## src/rtl/oram_seq_pkg.sv

```systemverilog
package oram_seq_pkg;
    typedef enum logic [1:0] {
        OP_NONE  = 2'b00,
        OP_READ  = 2'b01,
        OP_DUMMY = 2'b10,
        OP_EVICT = 2'b11
    } op_kind_e;

    typedef enum logic [1:0] {
        ST_IDLE,
        ST_READ,
        ST_DUMMY,
        ST_EVICT
    } seq_state_e;
endpackage

```

## src/rtl/oram_evict_path.sv

```systemverilog
module oram_evict_path #(
    parameter int LEAF_BITS = 4
) (
    input  logic                 clk,
    input  logic                 rst_n,
    input  logic                 advance,
    output logic [LEAF_BITS-1:0] path
);
    logic [LEAF_BITS-1:0] evict_cnt;

    always_ff @(posedge clk) begin
        if (!rst_n)       evict_cnt <= '0;
        else if (advance) evict_cnt <= evict_cnt + 1'b1;
    end

    // reverse-lexicographic order: mirror the counter bits
    for (genvar b = 0; b < LEAF_BITS; b++) begin : g_rev
        assign path[b] = evict_cnt[LEAF_BITS-1-b];
    end
endmodule

```

## src/rtl/oram_pressure_mon.sv

```systemverilog
module oram_pressure_mon #(
    parameter int STASH_CAP = 500,
    parameter int BG_HIGH   = 400,
    parameter int BG_HYST   = 50
) (
    input  logic                           clk,
    input  logic                           rst_n,
    input  logic [$clog2(STASH_CAP+1)-1:0] stash_count,
    input  logic                           round_done,
    output logic                           bg_now
);
    localparam int CNT_W  = $clog2(STASH_CAP+1);
    localparam int BG_LOW = BG_HIGH - BG_HYST;

    logic bg_q;
    logic over_high;
    logic under_low;

    assign over_high = stash_count >= CNT_W'(BG_HIGH);
    assign under_low = stash_count <  CNT_W'(BG_LOW);

    always_ff @(posedge clk) begin
        if (!rst_n)                       bg_q <= 1'b0;
        else if (over_high)               bg_q <= 1'b1;
        else if (round_done && under_low) bg_q <= 1'b0;
    end

    assign bg_now = bg_q | over_high;
endmodule

```

## src/rtl/oram_op_sequencer.sv

```systemverilog
module oram_op_sequencer
    import oram_seq_pkg::*;
#(
    parameter int LEAF_BITS  = 4,
    parameter int EVICT_RATE = 3,
    parameter int STASH_CAP  = 500,
    parameter int BG_HIGH    = 400,
    parameter int BG_HYST    = 50
) (
    input  logic                           clk,
    input  logic                           rst_n,
    input  logic                           req_valid,
    input  logic [LEAF_BITS-1:0]           req_leaf,
    output logic                           req_ready,
    input  logic [$clog2(STASH_CAP+1)-1:0] stash_count,
    output logic                           op_valid,
    output logic [1:0]                     op_kind,
    output logic [LEAF_BITS-1:0]           op_path,
    input  logic                           op_ready
);
    localparam int RD_W = $clog2(EVICT_RATE + 1);

    seq_state_e           state, state_nx;
    logic [LEAF_BITS-1:0] leaf_q;
    logic [RD_W-1:0]      rd_cnt;
    logic [LEAF_BITS-1:0] evict_path;
    logic                 bg_now;
    logic                 evict_fire;
    logic                 rd_fire;
    logic                 req_fire;
    logic                 interval_full;

    assign req_fire      = req_valid && req_ready;
    assign rd_fire       = op_ready && (state == ST_READ || state == ST_DUMMY);
    assign evict_fire    = op_ready && (state == ST_EVICT);
    assign interval_full = rd_cnt == RD_W'(EVICT_RATE - 1);

    oram_evict_path #(.LEAF_BITS(LEAF_BITS)) u_path (
        .clk     (clk),
        .rst_n   (rst_n),
        .advance (evict_fire),
        .path    (evict_path)
    );

    oram_pressure_mon #(
        .STASH_CAP (STASH_CAP),
        .BG_HIGH   (BG_HIGH),
        .BG_HYST   (BG_HYST)
    ) u_press (
        .clk         (clk),
        .rst_n       (rst_n),
        .stash_count (stash_count),
        .round_done  (evict_fire),
        .bg_now      (bg_now)
    );

    always_comb begin
        state_nx = state;
        unique case (state)
            ST_IDLE: begin
                if (bg_now)         state_nx = ST_DUMMY;
                else if (req_valid) state_nx = ST_READ;
            end
            ST_READ, ST_DUMMY: begin
                if (op_ready) state_nx = interval_full ? ST_EVICT : ST_IDLE;
            end
            ST_EVICT: begin
                if (op_ready) state_nx = ST_IDLE;
            end
            default: state_nx = ST_IDLE;
        endcase
    end

    always_ff @(posedge clk) begin
        if (!rst_n) begin
            state  <= ST_IDLE;
            leaf_q <= '0;
            rd_cnt <= '0;
        end else begin
            state <= state_nx;
            if (req_fire) leaf_q <= req_leaf;
            if (rd_fire)  rd_cnt <= interval_full ? '0 : rd_cnt + 1'b1;
        end
    end

    always_comb begin
        op_valid  = 1'b1;
        op_kind   = OP_NONE;
        op_path   = evict_path;
        req_ready = 1'b0;
        unique case (state)
            ST_IDLE: begin
                op_valid  = 1'b0;
                req_ready = !bg_now;
            end
            ST_READ: begin
                op_kind = OP_READ;
                op_path = leaf_q;
            end
            ST_DUMMY: op_kind = OP_DUMMY;
            ST_EVICT: op_kind = OP_EVICT;
            default:  op_valid = 1'b0;
        endcase
    end
endmodule

```

## config.mk

```make
export PLATFORM = sky130hd
export DESIGN_NAME = oram_op_sequencer
export DESIGN_NICKNAME = d
export VERILOG_FILES = /design/src/rtl/oram_seq_pkg.sv /design/src/rtl/oram_evict_path.sv /design/src/rtl/oram_pressure_mon.sv /design/src/rtl/oram_op_sequencer.sv
export SDC_FILE = /design/constraint.sdc
export NUM_CORES = 1
export LEC_CHECK = 0
export ABC_AREA = 1
export BUFFER_PORTS_ARGS = -buffer_cell sky130_fd_sc_hd__clkbuf_2
export CAP_MARGIN = 20
export CORE_MARGIN = 4
export CORE_UTILIZATION = 48
export DETAILED_ROUTE_END_ITERATION = 8
export PLACE_DENSITY = 0.78
export SETUP_SLACK_MARGIN = 0.1
export SYNTH_ARGS = -nofsm -noshare
export SYNTH_HDL_FRONTEND = slang
export SYNTH_SLANG_ARGS = --single-unit
```

## constraint.sdc

```tcl
create_clock -name clk -period 1.6 [get_ports clk]
set_input_delay 0.32 -clock clk [delete_from_list [all_inputs] [get_ports clk]]
set_output_delay 0.32 -clock clk [all_outputs]
set_load 0.02 [all_outputs]
```

==> flow_summary.ini, run 1 <==
[timing]
clock_skew_ns = 0.00409
finalSetupViolCount = 0
maxSlewViolCount = 0
max_slew.worst_pin.slew_ns = 0.226
fin_ws_ns = 0.0227
hold_viol_final = 0
finalCritPeriodShare_pct = 98.6
fin_crit_ns = 1.58
rsz0062_at_grt = yes
maxSlewHeadroom_pct = 84.8
fmax_ghz = 0.634

[yosys]
synth_edf_count = 0
synth-async-reset-ratio_pct = 0
yosysSeqAreaShare_pct = 34.7
synth_area_um2 = 751
postSynthAreaPerCell_um2 = 7.02
yosys.area.top_type = dfxtp_1
synthCells = 107
synth_top_area_share_pct = 34.7
synth_seq_cells = 13
synthTopCellsByArea = dfxtp_1 35%, ha_1 10%, nand2_1 9.5%
synth_nets = 130
ys.flop_type = dfxtp_1
synth.most_common_cell = nand2_1
synthTopCellsByCount = 19 x nand2_1, 17 x inv_1, 14 x nor2_1, 13 x dfxtp_1, 8 x o21ai_0
yosys_warnings = 0
ys_types = 22

[cts]
clock_latency_ns = 0.28
clk_pin_slew_ns = 0.08
cts_root_buffer = clkbuf_4
cts_tree = yes
clockBufferDepth = 2
numClockSinks = 13
htree_levels = 1
cts_made_buffers = 3

[die]
core_um2 = 1490
placementRows = 14
die_y_um = 47.5
die_w_um = 47.5
ios = 25
start_util_pct = 50.4
die_area_um2 = 2260

[route]
wire_per_inst_um = 10.5
viasPerCell = 4.96
vias = 749
first_pass_iters = 2
wl_um = 1590
remaining_drc_errors = 0
drt_iter0_drc = 2
antenna_left = 0

[grt]
grt_antenna_before_repair = 0
grt_pass1_vias = 686
grt_pass1_wl_um = 2620
track_usage_pct = 16.3
overflow = 0
grt_max_degree = 12

[cells_and_area]
drive_gt1_share_pct = 34.1
diodes = 0
fin_util_pct = 67.6
fin_nets = 159
syn2layout_area_growth_pct = 34.2

[placed_design]
hpwl_um = 1250
preCtsSetupSlack_ns = 0.103
io_buffers = 23
gp_congestion = 0.775

[critical_path]
critPathKind = reg -> out
cp_max_fo = 3
cpPeakStageDelay_ns = 0.39
critPathSlowestCell = dfxtp_4
arrival_ns = 1.26
cp-start-kind = flip-flop
critPathCaptureType = primary output
worstPathCellList = inv_4 -> ha_1 -> or2_4 -> buf_8
cp.required_ns = 1.28

[pwr]
cellPowerDensity_nw_per_um2 = 1600
p_leak_nw = 0.496
peakVddDrop_v = 0.000867
power_mw = 1.61

[outcome]
status = completed

[hold_path]
hold_class = in -> reg

[job]
maxCapViolations = 0
==> layer usage <==
metal	global-route usage [%]	vias to the layer above	part of all wire, %
li1	-	399	-
met1	18.0	322	44
met2	29.9	23	47
met3	2.63	5	7.2
met4	8.06	0	2.2
met5	0	-	0
==> layout make-up <==
cell class | instances | area (um^2)
clock buffer | 4 | 26.3
sequential | 13 | 268
inverter | 19 | 78.8
tap | 16 | 20.0
timing repair buffer | 26 | 174
fill | 124 | 482
multi-input combinational | 73 | 440
==> cell usage in the layout (no fill, tap or decap) <==
| master | n |
|---|---|
| clkbuf_1 | 1 |
| buf_6 | 1 |
| a31oi_1 | 1 |
| o21ai_1 | 4 |
| nor2_1 | 14 |
| o21bai_1 | 1 |
| ha_1 | 2 |
| ha_2 | 2 |
| dfxtp_1 | 11 |
| clkbuf_4 | 3 |
| o21ai_0 | 5 |
| a21oi_1 | 7 |
| nand2_2 | 3 |
| nand3_1 | 2 |
| nand2_1 | 19 |
| dfxtp_4 | 2 |
| or2_4 | 1 |
| inv_2 | 3 |
| nand3_4 | 1 |
| nor2_4 | 1 |
| inv_6 | 1 |
| ha_4 | 2 |
| inv_1 | 14 |
| a211oi_1 | 2 |
| nor4_1 | 1 |
| buf_8 | 2 |
| buf_4 | 7 |
| inv_4 | 1 |
| nand4_1 | 4 |
| nor3_1 | 1 |
| clkbuf_2 | 16 |
==> registers in the layout (all words and copies together), names as in the netlist <==
name              count
u_path.evict_cnt      4
rd_cnt                2
state                 2
u_press.bg_q          1
leaf_q                4
==> critical path, delay by kind of cell, from the launching register on <==
kind,cells,cell delay [ns]
DFF,1,0.39
and+or+nand+nor,1,0.23
buffers and inverters,2,0.18
adders and majority gates,1,0.18
==> what timing repair did <==
item | in CTS | in global routing
setup buffers | 2 | 1
hold buffers | 0 | 0
setup endpoints to repair | 8 | 8
gates cloned | 0 | 0
resized for setup | 26 | 11
pin swaps | 3 | 2
==> kinds of logic after synthesis <==
family | share of synthesized area (%)
AO/OA/AOI/OAI | 14.5
flip-flops | 34.7
AND/OR/NAND/NOR | 29.8
adder cells (fa/ha/maj) | 10.0
buffers and inverters | 11.0
==> final timing paths <==
check / slack [ns] / cells after the start / to / from
max: 0.02 / 4 / op_kind[1] / state[0]
min reg2reg: 0.50 / 2 / leaf_q[3] / leaf_q[3]
max reg2reg: 0.25 / 8 / state[1] / state[0]
min: 0.26 / 3 / leaf_q[0] / req_leaf[0]
==> through the flow <==
| stage | cells | setup TNS [ns] | instance area [um^2] | hold WS (ns) |
|---|---|---|---|---|
| after global routing | 151 | -0.00573 | 1010 | 0.267 |
| after global placement | 144 | 0 | 875 | 0.482 |
| after detailed placement | 144 | 0 | 875 | 0.488 |
| after floorplan | 107 | 0 | 751 | 0.455 |
| after CTS | 150 | 0 | 986 | 0.263 |
| final | 151 | 0 | 1010 | 0.257 |
==> power breakdown <==
part | switching (mW) | total, mW | leakage [nW] | internal (mW)
Sequential | 0.0673 | 0.484 | 0.108 | 0.417
Combinational | 0.488 | 0.915 | 0.374 | 0.426
Clock | 0.112 | 0.209 | 0.0150 | 0.0968
Total | 0.667 | 1.61 | 0.496 | 0.940
Power figures use the tool's default switching activity.
==> run 2: changes to the inputs <==
--- a/config.mk
+++ b/config.mk
@@ -11,8 +11,9 @@
 export CORE_MARGIN = 4
 export CORE_UTILIZATION = 48
 export DETAILED_ROUTE_END_ITERATION = 8
-export PLACE_DENSITY = 0.78
+export PLACE_DENSITY = 0.77
 export SETUP_SLACK_MARGIN = 0.1
 export SYNTH_ARGS = -nofsm -noshare
 export SYNTH_HDL_FRONTEND = slang
+export SYNTH_HIERARCHICAL = 1
 export SYNTH_SLANG_ARGS = --single-unit
==> flow_summary.ini, run 2 <==
[placed_design]
preCtsSetupSlack_ns = 0.120
gp_congestion = 0.744
place_area_um2 = 905
io_buffers = 23
hpwl_um = 1200

[grt]
overflow = 0
grt_antenna_before_repair = 0
grt_pass1_wl_um = 2670
grt_max_degree = 13
track_usage_pct = 16.8
grt_pass1_vias = 663

[cells_and_area]
multiInputGateArea_um2 = 488
layout_common_cells = 27 x nand2_1, 19 x nor2_1, 15 x clkbuf_2, 14 x inv_1, 11 x dfxtp_1
diodes = 0
regArea_um2 = 268
fin_util_pct = 70.7
syn2layout_area_growth_pct = 38.4
fin_area_um2 = 1060
drive_gt1_share_pct = 34.7
mostFrequentLayoutCell = nand2_1
fin_nets = 171
top_regs = leaf_q: 4 flops, u_path/evict_cnt: 4 flops
fill_cells = 127

[timing]
finalSetupViolCount = 0
hold_viol_final = 0
max_slew.worst_pin.slew_ns = 0.234
clock_skew_ns = 0.000360
fmax_ghz = 0.638
fin_crit_ns = 1.57
maxSlewHeadroom_pct = 84.4
rsz0062_at_grt = yes
finalCritPeriodShare_pct = 97.9
fin_tns_setup_ns = 0
fin_ws_ns = 0.0328
maxSlewViolCount = 0

[route]
wl_um = 1740
remaining_drc_errors = 0
antenna_left = 0
vias = 804
wire_per_inst_um = 10.6
viasPerCell = 4.93
drt_iter0_drc = 8
first_pass_iters = 4

[yosys]
synthCells = 117
synth-async-reset-ratio_pct = 0
postSynthAreaPerCell_um2 = 6.58
synthTopCellsByArea = dfxtp_1 34%, nand2_1 15%, ha_1 9.8%
synth_nets = 140
synthTopCellsByCount = 31 x nand2_1, 19 x nor2_1, 18 x inv_1, 13 x dfxtp_1, 9 x o21ai_0
ys_types = 17
synth_edf_count = 0
synth.most_common_cell = nand2_1
synth_area_um2 = 769
yosys.area.top_type = dfxtp_1
synth_seq_cells = 13
ys.flop_type = dfxtp_1
yosys_warnings = 6
yosysSeqAreaShare_pct = 33.8
synth_top_area_share_pct = 33.8

[cts]
clk_pin_slew_ns = 0.08
numClockSinks = 13
clock_latency_ns = 0.27
htree_levels = 1
cts_tree = yes
hold_buffers = 0
cts_made_buffers = 3
clockBufferDepth = 2
cts_root_buffer = clkbuf_4

[hold_path]
hold_class = in -> reg
holdCritStartpoint = req_leaf[1]
holdPathStages = 3
holdPathEnd = leaf_q[1]

[pwr]
peakVddDrop_v = 0.00112
power_mw = 1.70
p_leak_nw = 0.510
cellPowerDensity_nw_per_um2 = 1590

[die]
die_y_um = 48.0
ios = 25
die_w_um = 48.0
start_util_pct = 51.1
placementRows = 14
die_area_um2 = 2310
core_um2 = 1510

[critical_path]
cpPeakStageDelay_ns = 0.37
worstPathCellList = ha_2 -> or2_4 -> buf_8
regToRegSetupSlack_ns = 0.26
critPathKind = reg -> out
r2r-start = state[0]
cp.required_ns = 1.28
reg2regPathDepth = 8
cp_max_fo = 4
cp-start-kind = flip-flop
critPathCaptureType = primary output
r2r-end = u_press/bg_q
arrival_ns = 1.25
critPathSlowestCell = dfxtp_4

[job]
maxCapViolations = 0

[outcome]
status = completed
[run 2: changes by cell type in the layout (fill, tap and decap cells not counted), moves of 2 or more]
cell	before	now
nand2_1	19	27
nor2_1	14	19
nand4_1	4	0
inv_2	3	0
nand2_2	3	6
inv_4	1	3
o21ai_2	0	2
[run 2: final cells by class]
class,instances,share of cell area [%]
multi-input combinational,86,45.8
timing repair buffer,26,16.9
clock buffer,4,2.47
sequential,13,25.1
inverter,18,7.76
tap,16,1.88
[run 2: how the worst max path moves through the flow]
| stage | from | endpoint | depth (start not counted) |
|---|---|---|---|
| floorplan | state[1] | op_path[0] | 4 |
| finish | state[0] | op_kind[0] | 3 |
| global placement | stash_count[5] | req_ready | 6 |
| detailed placement | stash_count[5] | req_ready | 6 |
| CTS | state[1] | op_kind[0] | 4 |
| global route | state[1] | op_path[2] | 6 |
[run 2: cells by family (layout without fill, tap and decap cells)]
kind of cell,count (synthesis),after routing,synth area share (%)
compound gates,20,20,14.3
fa+ha+maj,6,6,9.76
buf+inv,18,48,8.78
flops,13,13,33.8
simple gates,60,60,33.3
[run 2: power breakdown]
group / internal [mW] / total, mW / switching [mW]
Clock: 0.0967 / 0.206 / 0.109
Combinational: 0.475 / 1.01 / 0.536
Sequential: 0.413 / 0.478 / 0.0650
[run 2: stage by stage]
stage,instances,hold slack (ns)
finish,163,0.315
floorplan,117,0.424
detailed placement,156,0.443
global placement,156,0.437
global route,163,0.310
CTS,163,0.311
[run 2: timing repair]
item | in CTS | in global routing
endpoints found under the setup margin | 8 | 8
setup buffers | 3 | 0
resized for setup | 31 | 19
cloned | 0 | 0
pin swaps | 2 | 0
[run 2: routing by layer]
layer,global-route usage (%),vias up,share of wire [%]
li1,-,425,-
met1,16.4,360,37
met2,32.7,17,57
met3,6.77,2,5.1
met4,3.23,0,0.52
met5,0,-,0
[run 2: worst max-delay path, delay by kind of cell, from the launching register on]
kind / cells / cell delay (ns)
flip-flops: 1 / 0.37
AND/OR/NAND/NOR: 1 / 0.26
adder cells (fa/ha/maj): 1 / 0.22
buffers and inverters: 1 / 0.13
